## config.mk

```make
export PLATFORM = sky130hd
export DESIGN_NAME = wave_engine
export DESIGN_NICKNAME = d
export VERILOG_FILES = /design/src/rtl/wfe_pkg.sv /design/src/rtl/wfe_vector_mem.sv /design/src/rtl/wfe_rdy_sync.sv /design/src/rtl/wfe_cond.sv /design/src/rtl/wave_engine.sv
export SDC_FILE = /design/constraint.sdc
export NUM_CORES = 1
export LEC_CHECK = 0
export ABC_AREA = 0
export BUFFER_PORTS_ARGS = -buffer_cell sky130_fd_sc_hd__buf_2
export CAP_MARGIN = 20
export CORE_UTILIZATION = 58
export DETAILED_ROUTE_END_ITERATION = 16
export GPL_ROUTABILITY_DRIVEN = 0
export PLACE_DENSITY_LB_ADDON = 0.15
export REMOVE_ABC_BUFFERS = 1
export SLEW_MARGIN = 40
export SYNTH_ARGS = -nofsm -noshare
export SYNTH_HDL_FRONTEND = slang
export SYNTH_SLANG_ARGS = --single-unit
export TNS_END_PERCENT = 20
```

## constraint.sdc

```tcl
create_clock -name clk -period 3.15 [get_ports clk]
set_clock_uncertainty 0.05 [all_clocks]
set_input_delay 0.4725 -clock clk [delete_from_list [all_inputs] [get_ports clk]]
set_output_delay 0.4725 -clock clk [all_outputs]
set_load 0.02 [all_outputs]
```

## src/rtl/wfe_pkg.sv

```systemverilog
package wfe_pkg;

    localparam int CTL_W = 3;
    localparam int RDY_N = 2;

    typedef struct packed {
        logic             last;
        logic             dir;
        logic             addr_step;
        logic             fifo_step;
        logic             any_mode;
        logic [RDY_N-1:0] want;
        logic [RDY_N-1:0] sel;
        logic [CTL_W-1:0] ctl;
    } vec_t;

    localparam int VEC_W = $bits(vec_t);

    typedef enum logic [1:0] {
        ST_IDLE = 2'd0,
        ST_RUN  = 2'd1,
        ST_FIN  = 2'd2
    } seq_state_t;

    function automatic logic [RDY_N-1:0] match_bits(input logic [RDY_N-1:0] lvl,
                                                    input logic [RDY_N-1:0] want);
        return ~(lvl ^ want);
    endfunction

endpackage

```

## src/rtl/wfe_vector_mem.sv

```systemverilog
module wfe_vector_mem
    import wfe_pkg::*;
#(
    parameter int DEPTH = 8,
    localparam int IDX_W = $clog2(DEPTH)
) (
    input  logic             clk,
    input  logic             rst,
    input  logic             wr_en,
    input  logic [IDX_W-1:0] wr_idx,
    input  logic [VEC_W-1:0] wr_data,
    input  logic [IDX_W-1:0] rd_idx,
    output vec_t             rd_vec
);

    vec_t slots [DEPTH];

    always_ff @(posedge clk) begin
        if (rst) begin
            for (int i = 0; i < DEPTH; i++) slots[i] <= '0;
        end else if (wr_en) begin
            slots[wr_idx] <= vec_t'(wr_data);
        end
    end

    assign rd_vec = slots[rd_idx];

endmodule

```

## src/rtl/wfe_rdy_sync.sv

```systemverilog
module wfe_rdy_sync #(
    parameter int WIDTH  = 2,
    parameter int STAGES = 2
) (
    input  logic             clk,
    input  logic             rst,
    input  logic [WIDTH-1:0] async_in,
    output logic [WIDTH-1:0] sync_out
);

    logic [WIDTH-1:0] chain [STAGES];

    generate
        for (genvar s = 0; s < STAGES; s++) begin : g_stage
            always_ff @(posedge clk) begin
                if (rst)         chain[s] <= '0;
                else if (s == 0) chain[s] <= async_in;
                else             chain[s] <= chain[(s == 0) ? 0 : s-1];
            end
        end
    endgenerate

    assign sync_out = chain[STAGES-1];

endmodule

```

## src/rtl/wfe_cond.sv

```systemverilog
module wfe_cond
    import wfe_pkg::*;
(
    input  logic [RDY_N-1:0] lvl,
    input  logic [RDY_N-1:0] sel,
    input  logic [RDY_N-1:0] want,
    input  logic             any_mode,
    output logic             met
);

    logic [RDY_N-1:0] hit;

    always_comb begin
        hit = match_bits(lvl, want);
        if (sel == '0)    met = 1'b1;
        else if (any_mode) met = |(hit & sel);
        else              met = &(hit | ~sel);
    end

endmodule

```

## src/rtl/wave_engine.sv

```systemverilog
module wave_engine
    import wfe_pkg::*;
#(
    parameter int DEPTH       = 8,
    parameter int ADDR_W      = 9,
    parameter int SYNC_STAGES = 2,
    localparam int IDX_W      = $clog2(DEPTH)
) (
    input  logic              clk,
    input  logic              rst,
    input  logic              cfg_we,
    input  logic [IDX_W-1:0]  cfg_addr,
    input  logic [VEC_W-1:0]  cfg_data,
    input  logic [CTL_W-1:0]  idle_ctl,
    input  logic              start,
    input  logic              bus16,
    input  logic [1:0]        fifo_sel_in,
    input  logic [ADDR_W-1:0] addr_base,
    input  logic [RDY_N-1:0]  rdy_in,
    output logic [CTL_W-1:0]  ctl_out,
    output logic              data_dir,
    output logic              wide_mode,
    output logic [1:0]        fifo_sel,
    output logic              fifo_adv,
    output logic [ADDR_W-1:0] addr,
    output logic              busy,
    output logic              done
);

    localparam logic [IDX_W-1:0] LAST_IDX = IDX_W'(DEPTH - 1);

    seq_state_t        state;
    logic [IDX_W-1:0]  pc;
    vec_t              cur;
    logic [RDY_N-1:0]  rdy_s;
    logic              met;
    logic              step_now;
    logic [ADDR_W-1:0] incr;

    wfe_vector_mem #(.DEPTH(DEPTH)) u_mem (
        .clk(clk), .rst(rst),
        .wr_en(cfg_we), .wr_idx(cfg_addr), .wr_data(cfg_data),
        .rd_idx(pc), .rd_vec(cur)
    );

    wfe_rdy_sync #(.WIDTH(RDY_N), .STAGES(SYNC_STAGES)) u_sync (
        .clk(clk), .rst(rst), .async_in(rdy_in), .sync_out(rdy_s)
    );

    wfe_cond u_cond (
        .lvl(rdy_s), .sel(cur.sel), .want(cur.want),
        .any_mode(cur.any_mode), .met(met)
    );

    assign step_now = (state == ST_RUN) && met;
    assign incr     = wide_mode ? ADDR_W'(2) : ADDR_W'(1);

    always_ff @(posedge clk) begin
        if (rst) begin
            state     <= ST_IDLE;
            pc        <= '0;
            addr      <= '0;
            fifo_sel  <= '0;
            wide_mode <= 1'b0;
        end else begin
            unique case (state)
                ST_IDLE: if (start) begin
                    state     <= ST_RUN;
                    pc        <= '0;
                    addr      <= addr_base;
                    fifo_sel  <= fifo_sel_in;
                    wide_mode <= bus16;
                end
                ST_RUN: if (met) begin
                    if (cur.addr_step) addr <= addr + incr;
                    if (cur.last)      state <= ST_FIN;
                    else               pc <= (pc == LAST_IDX) ? '0 : pc + 1'b1;
                end
                default: state <= ST_IDLE;
            endcase
        end
    end

    assign ctl_out  = (state == ST_RUN) ? cur.ctl : idle_ctl;
    assign data_dir = (state == ST_RUN) && cur.dir;
    assign fifo_adv = step_now && cur.fifo_step;
    assign busy     = (state != ST_IDLE);
    assign done     = (state == ST_FIN);

    assert_start_accept_R3: assert property (@(posedge clk) disable iff (rst)
        (!busy && start) |=> (busy && !done && pc == '0 && addr == $past(addr_base)));

    assert_fifo_sel_hold_R3: assert property (@(posedge clk) disable iff (rst)
        (busy && !done) |=> $stable(fifo_sel));

    assert_no_wait_one_clock_R5: assert property (@(posedge clk) disable iff (rst)
        (state == ST_RUN && cur.sel == '0) |=> (pc != $past(pc) || done));

    assert_fifo_strobe_running_R8: assert property (@(posedge clk) disable iff (rst)
        fifo_adv |-> (busy && !done));

    assert_done_single_R10: assert property (@(posedge clk) disable iff (rst)
        done |=> (!done && !busy));

endmodule

```

==> metrics.md <==
| Metric | Value |
|---|---|
| Setup ws final | approximately 0.021 ns |
| Max Slew Vio Count | 0 |
| Required time at the worst-slack endpoint | 2.63 ns |
| Gr ovfl total | 0 |
| CP arrival | ~2.6 ns |
| Worst-Margin Slew | around 0.49 ns |
| Setup crit start kind | flip-flop |
| DRC | 0 |
| Combinational group share of total power | 0.092 |
| CP peak stage delay | roughly 0.54 ns |
| First-pass GRT wire length | approximately 20000 um |
| GRT Overall Usage | 0.276 |
| Number of setup violations in the final report | 0 |
| Placed inst area | just over 6000 sq um |
| Final instance area | around 6800 sq um |
| Total CTS buffers | 17 |
| Layout cells sized above 1 | 0.305 |
| Slew HR | 0.665 |
| Via-to-Cell Ratio | between 5 and 6 |
| Die width | 101 um |
| Leakage Power | between 2 and 3 nW |
| DRT iter0 DRCs | between 200 and 250 |
| Clock-pin slew on the worst setup and hold paths | 0.06 ns |
| Post-synthesis cell count | 425 |
| Routed via count | 3778 |
| Hold Path Class | input port to flip-flop |
| Most common cell after layout, fill and taps aside | and2_1 |
| Worst hold slack | 0.113 ns |
| Distinct cell type count after synthesis | between 40 and 50 |
| Total Power | ~0.004 W |
| Pre-antenna DRT Iters | 6 |
| Via count of the first global-routing pass | 3792 |
| DP HPWL | approximately 8200 um |
| Area of the core | approximately 9400 sq um |
| Clk_lat worst skew | a little over 0.5 ns |
| Largest fanout on the critical path | 7 |
| Pre-CTS WS | roughly 0.17 ns |
| Avg WL per Cell | around 20 um |
| Sw Share | 0.237 |
| Die height | 101 um |
| Post-synth EDFFs | between 90 and 100 |
| CTS tree | built |
| CTS Root Cell | clkbuf_8 |
| Min Tclk post-route | around 3.1 ns |
| Synth Warn # | 0 |
| Fin nets | roughly 540 |
| Post-synthesis sequential area ratio | 0.589 |
| Final Hold Vio Count | 0 |
| Setup crit end kind | output pin |
| F_max | between 0.3 and 0.4 GHz |
| Routed wire length | 12900 um |
| Mapped Area | around 5700 sq um |
| Synth Flop Type | edfxtp_1 |
| Power Dens Cells | 581 nW/um^2 |
| Clk pwr share | 0.440 |
| Initial antenna violation count | 0 |
| Buffers added on ports | 54 |
| Share of synthesized registers carrying an async set or reset | 0 |
| Maximum VDD drop | 0.319 mV |
| Commonest non-fill, non-tap cells in the layout | and2_1 (97), edfxtp_1 (96), buf_2 (53) |
| Synthesis-stage register bit count | between 100 and 150 |
| N_diodes | 0 |
| Post-route ant nets | 0 |
| Sequential share of power | 0.468 |
| CTS Hold Bufs | 0 |
| Die Footprint | between 10000 and 15000 sq um |
| Initial Utilization | 0.609 |
| RSZ-0062 raised after global routing | yes |
| Period utilization | 0.993 |
| Largest net degree at the start of global routing | 34 |
| Critical Path, Cell by Cell | buf_6 > mux2i_2 > mux4_2 > xnor2_4 > a221oi_2 > nand2_1 > nor2_1 > buf_4 |
| CTS sink cnt | 120 |
| Core Rows | 35 |
| Outcome | completed |
| Area Overhead vs Synth | 19.3% |
| Maxcap violations | 0 |
| Avg Cell Area, Syn | 13.4 sq um |
| Switching power | 0.000937 W |
| Crit path kind | flip-flop to output pin |
| I/O pin cnt | 55 |
| CTS H-tree lvls | 4 |
| Int Power | between 0.003 and 0.004 W |
| CP max-delay cell | mux4_2 |
| Clock buffer depth | 2 |
cell usage after synthesis, types with 2 or more instances:
library cell | count | share of area
and2_1 | 97 | 0.11
nand2b_1 | 3 | 0.0033
a21oi_1 | 17 | 0.015
dfxtp_1 | 24 | 0.084
edfxtp_1 | 96 | 0.51
xor2_1 | 2 | 0.0031
nor2b_1 | 5 | 0.0055
o221ai_1 | 2 | 0.0031
or2_2 | 10 | 0.011
or2_1 | 2 | 0.0022
clkbuf_1 | 15 | 0.0099
o32ai_1 | 7 | 0.011
ha_1 | 4 | 0.0088
buf_1 | 3 | 0.0020
nor4_1 | 2 | 0.0022
nand3b_1 | 9 | 0.012
nand4_1 | 4 | 0.0044
mux4_2 | 22 | 0.087
nor2_1 | 14 | 0.0092
o21ai_0 | 3 | 0.0026
o311ai_1 | 3 | 0.0046
buf_2 | 3 | 0.0026
mux2i_1 | 16 | 0.028
nor3_1 | 17 | 0.015
nand2_1 | 17 | 0.011
o221a_2 | 2 | 0.0039
inv_1 | 5 | 0.0033
a211oi_1 | 4 | 0.0053
mux2i_4 | 2 | 0.0079
metal layers:
metal / global-route usage / share of wire
met1: 0.340 / 0.40
met2: 0.476 / 0.52
met3: 0.0649 / 0.059
met4: 0.105 / 0.013
met5: 0 / 0
kinds of logic (layout without fill, tap and decap cells):
logic type / after synthesis / count (layout) / share of synthesized area
compound gates: 44 / 44 / 0.0561
simple gates: 182 / 182 / 0.186
buf+inv: 29 / 118 / 0.0245
xor+xnor: 4 / 4 / 0.00745
fa+ha+maj: 5 / 5 / 0.0123
mux: 41 / 41 / 0.125
flops: 120 / 120 / 0.589
what timing repair did:
action | CTS | global route
setup buffers | 6 | 4
gates resized for setup | 3 | 6
pin swaps | 1 | 3
gates cloned | 0 | 0
setup endpoints to repair | 1 | 1
worst max-delay path: cells and delay by family, from the launching register on:
| kind | cells | cell delay (ns) |
|---|---|---|
| mux | 2 | 0.70 |
| xor+xnor | 1 | 0.19 |
| buf+inv | 2 | 0.30 |
| flops | 1 | 0.36 |
| compound gates | 1 | 0.29 |
| simple gates | 2 | 0.26 |
flip-flops by register name (all words and copies together) (netlist names), named ones only:
| signal | flops |
|---|---|
| fifo_sel | 2 |
| state | 2 |
| u_sync.chain | 4 |
| addr | 9 |
| wide_mode | 1 |
| u_mem.slots | 96 |
| pc | 3 |
power by group through the flow:
stage                     clock network [W]  registers, W  logic, W
after floorplan                           0       0.00188  0.000196
after global placement                    0       0.00188  0.000334
after detailed placement                  0       0.00189  0.000342
after CTS                           0.00176       0.00185  0.000352
after global routing                0.00183       0.00186  0.000398
final                               0.00174       0.00185  0.000366
area by class of cell:
type                            count  area (sq um)
Clock buffer                       22           443
Clock inverter                     10          92.6
Fill cell                         649          2560
Inverter                            5          18.8
Multi-Input combinational cell    276          2240
Sequential cell                   120          3370
Tap cell                          129           161
Timing Repair Buffer               81           492
per-stage QoR:
| stage | util | setup TNS [ns] | instances |
|---|---|---|---|
| after floorplan | - | -0.991 | 401 |
| after global placement | 0.656 | 0 | 601 |
| after detailed placement | 0.656 | 0 | 601 |
| after CTS | 0.720 | 0 | 639 |
| after global routing | 0.727 | -0.120 | 643 |
| final | 0.727 | 0 | 643 |
path summary, 6_finish.rpt:
kind | slack (ns) | end | cells after the start | from
max | 0.02 | fifo_adv | 8 | flip-flop
max reg2reg | 0.47 | addr[0]$_SDFFE_PP0P_ | 8 | flip-flop
min reg2reg | 0.39 | u_sync.chain[1][0]$_SDFF_PP0_ | 1 | u_sync.chain[0][0]$_SDFF_PP0_
min | 0.11 | u_sync.chain[0][1]$_SDFF_PP0_ | 2 | rdy_in[1]
No activity file was read; power rests on OpenSTA's default activity.
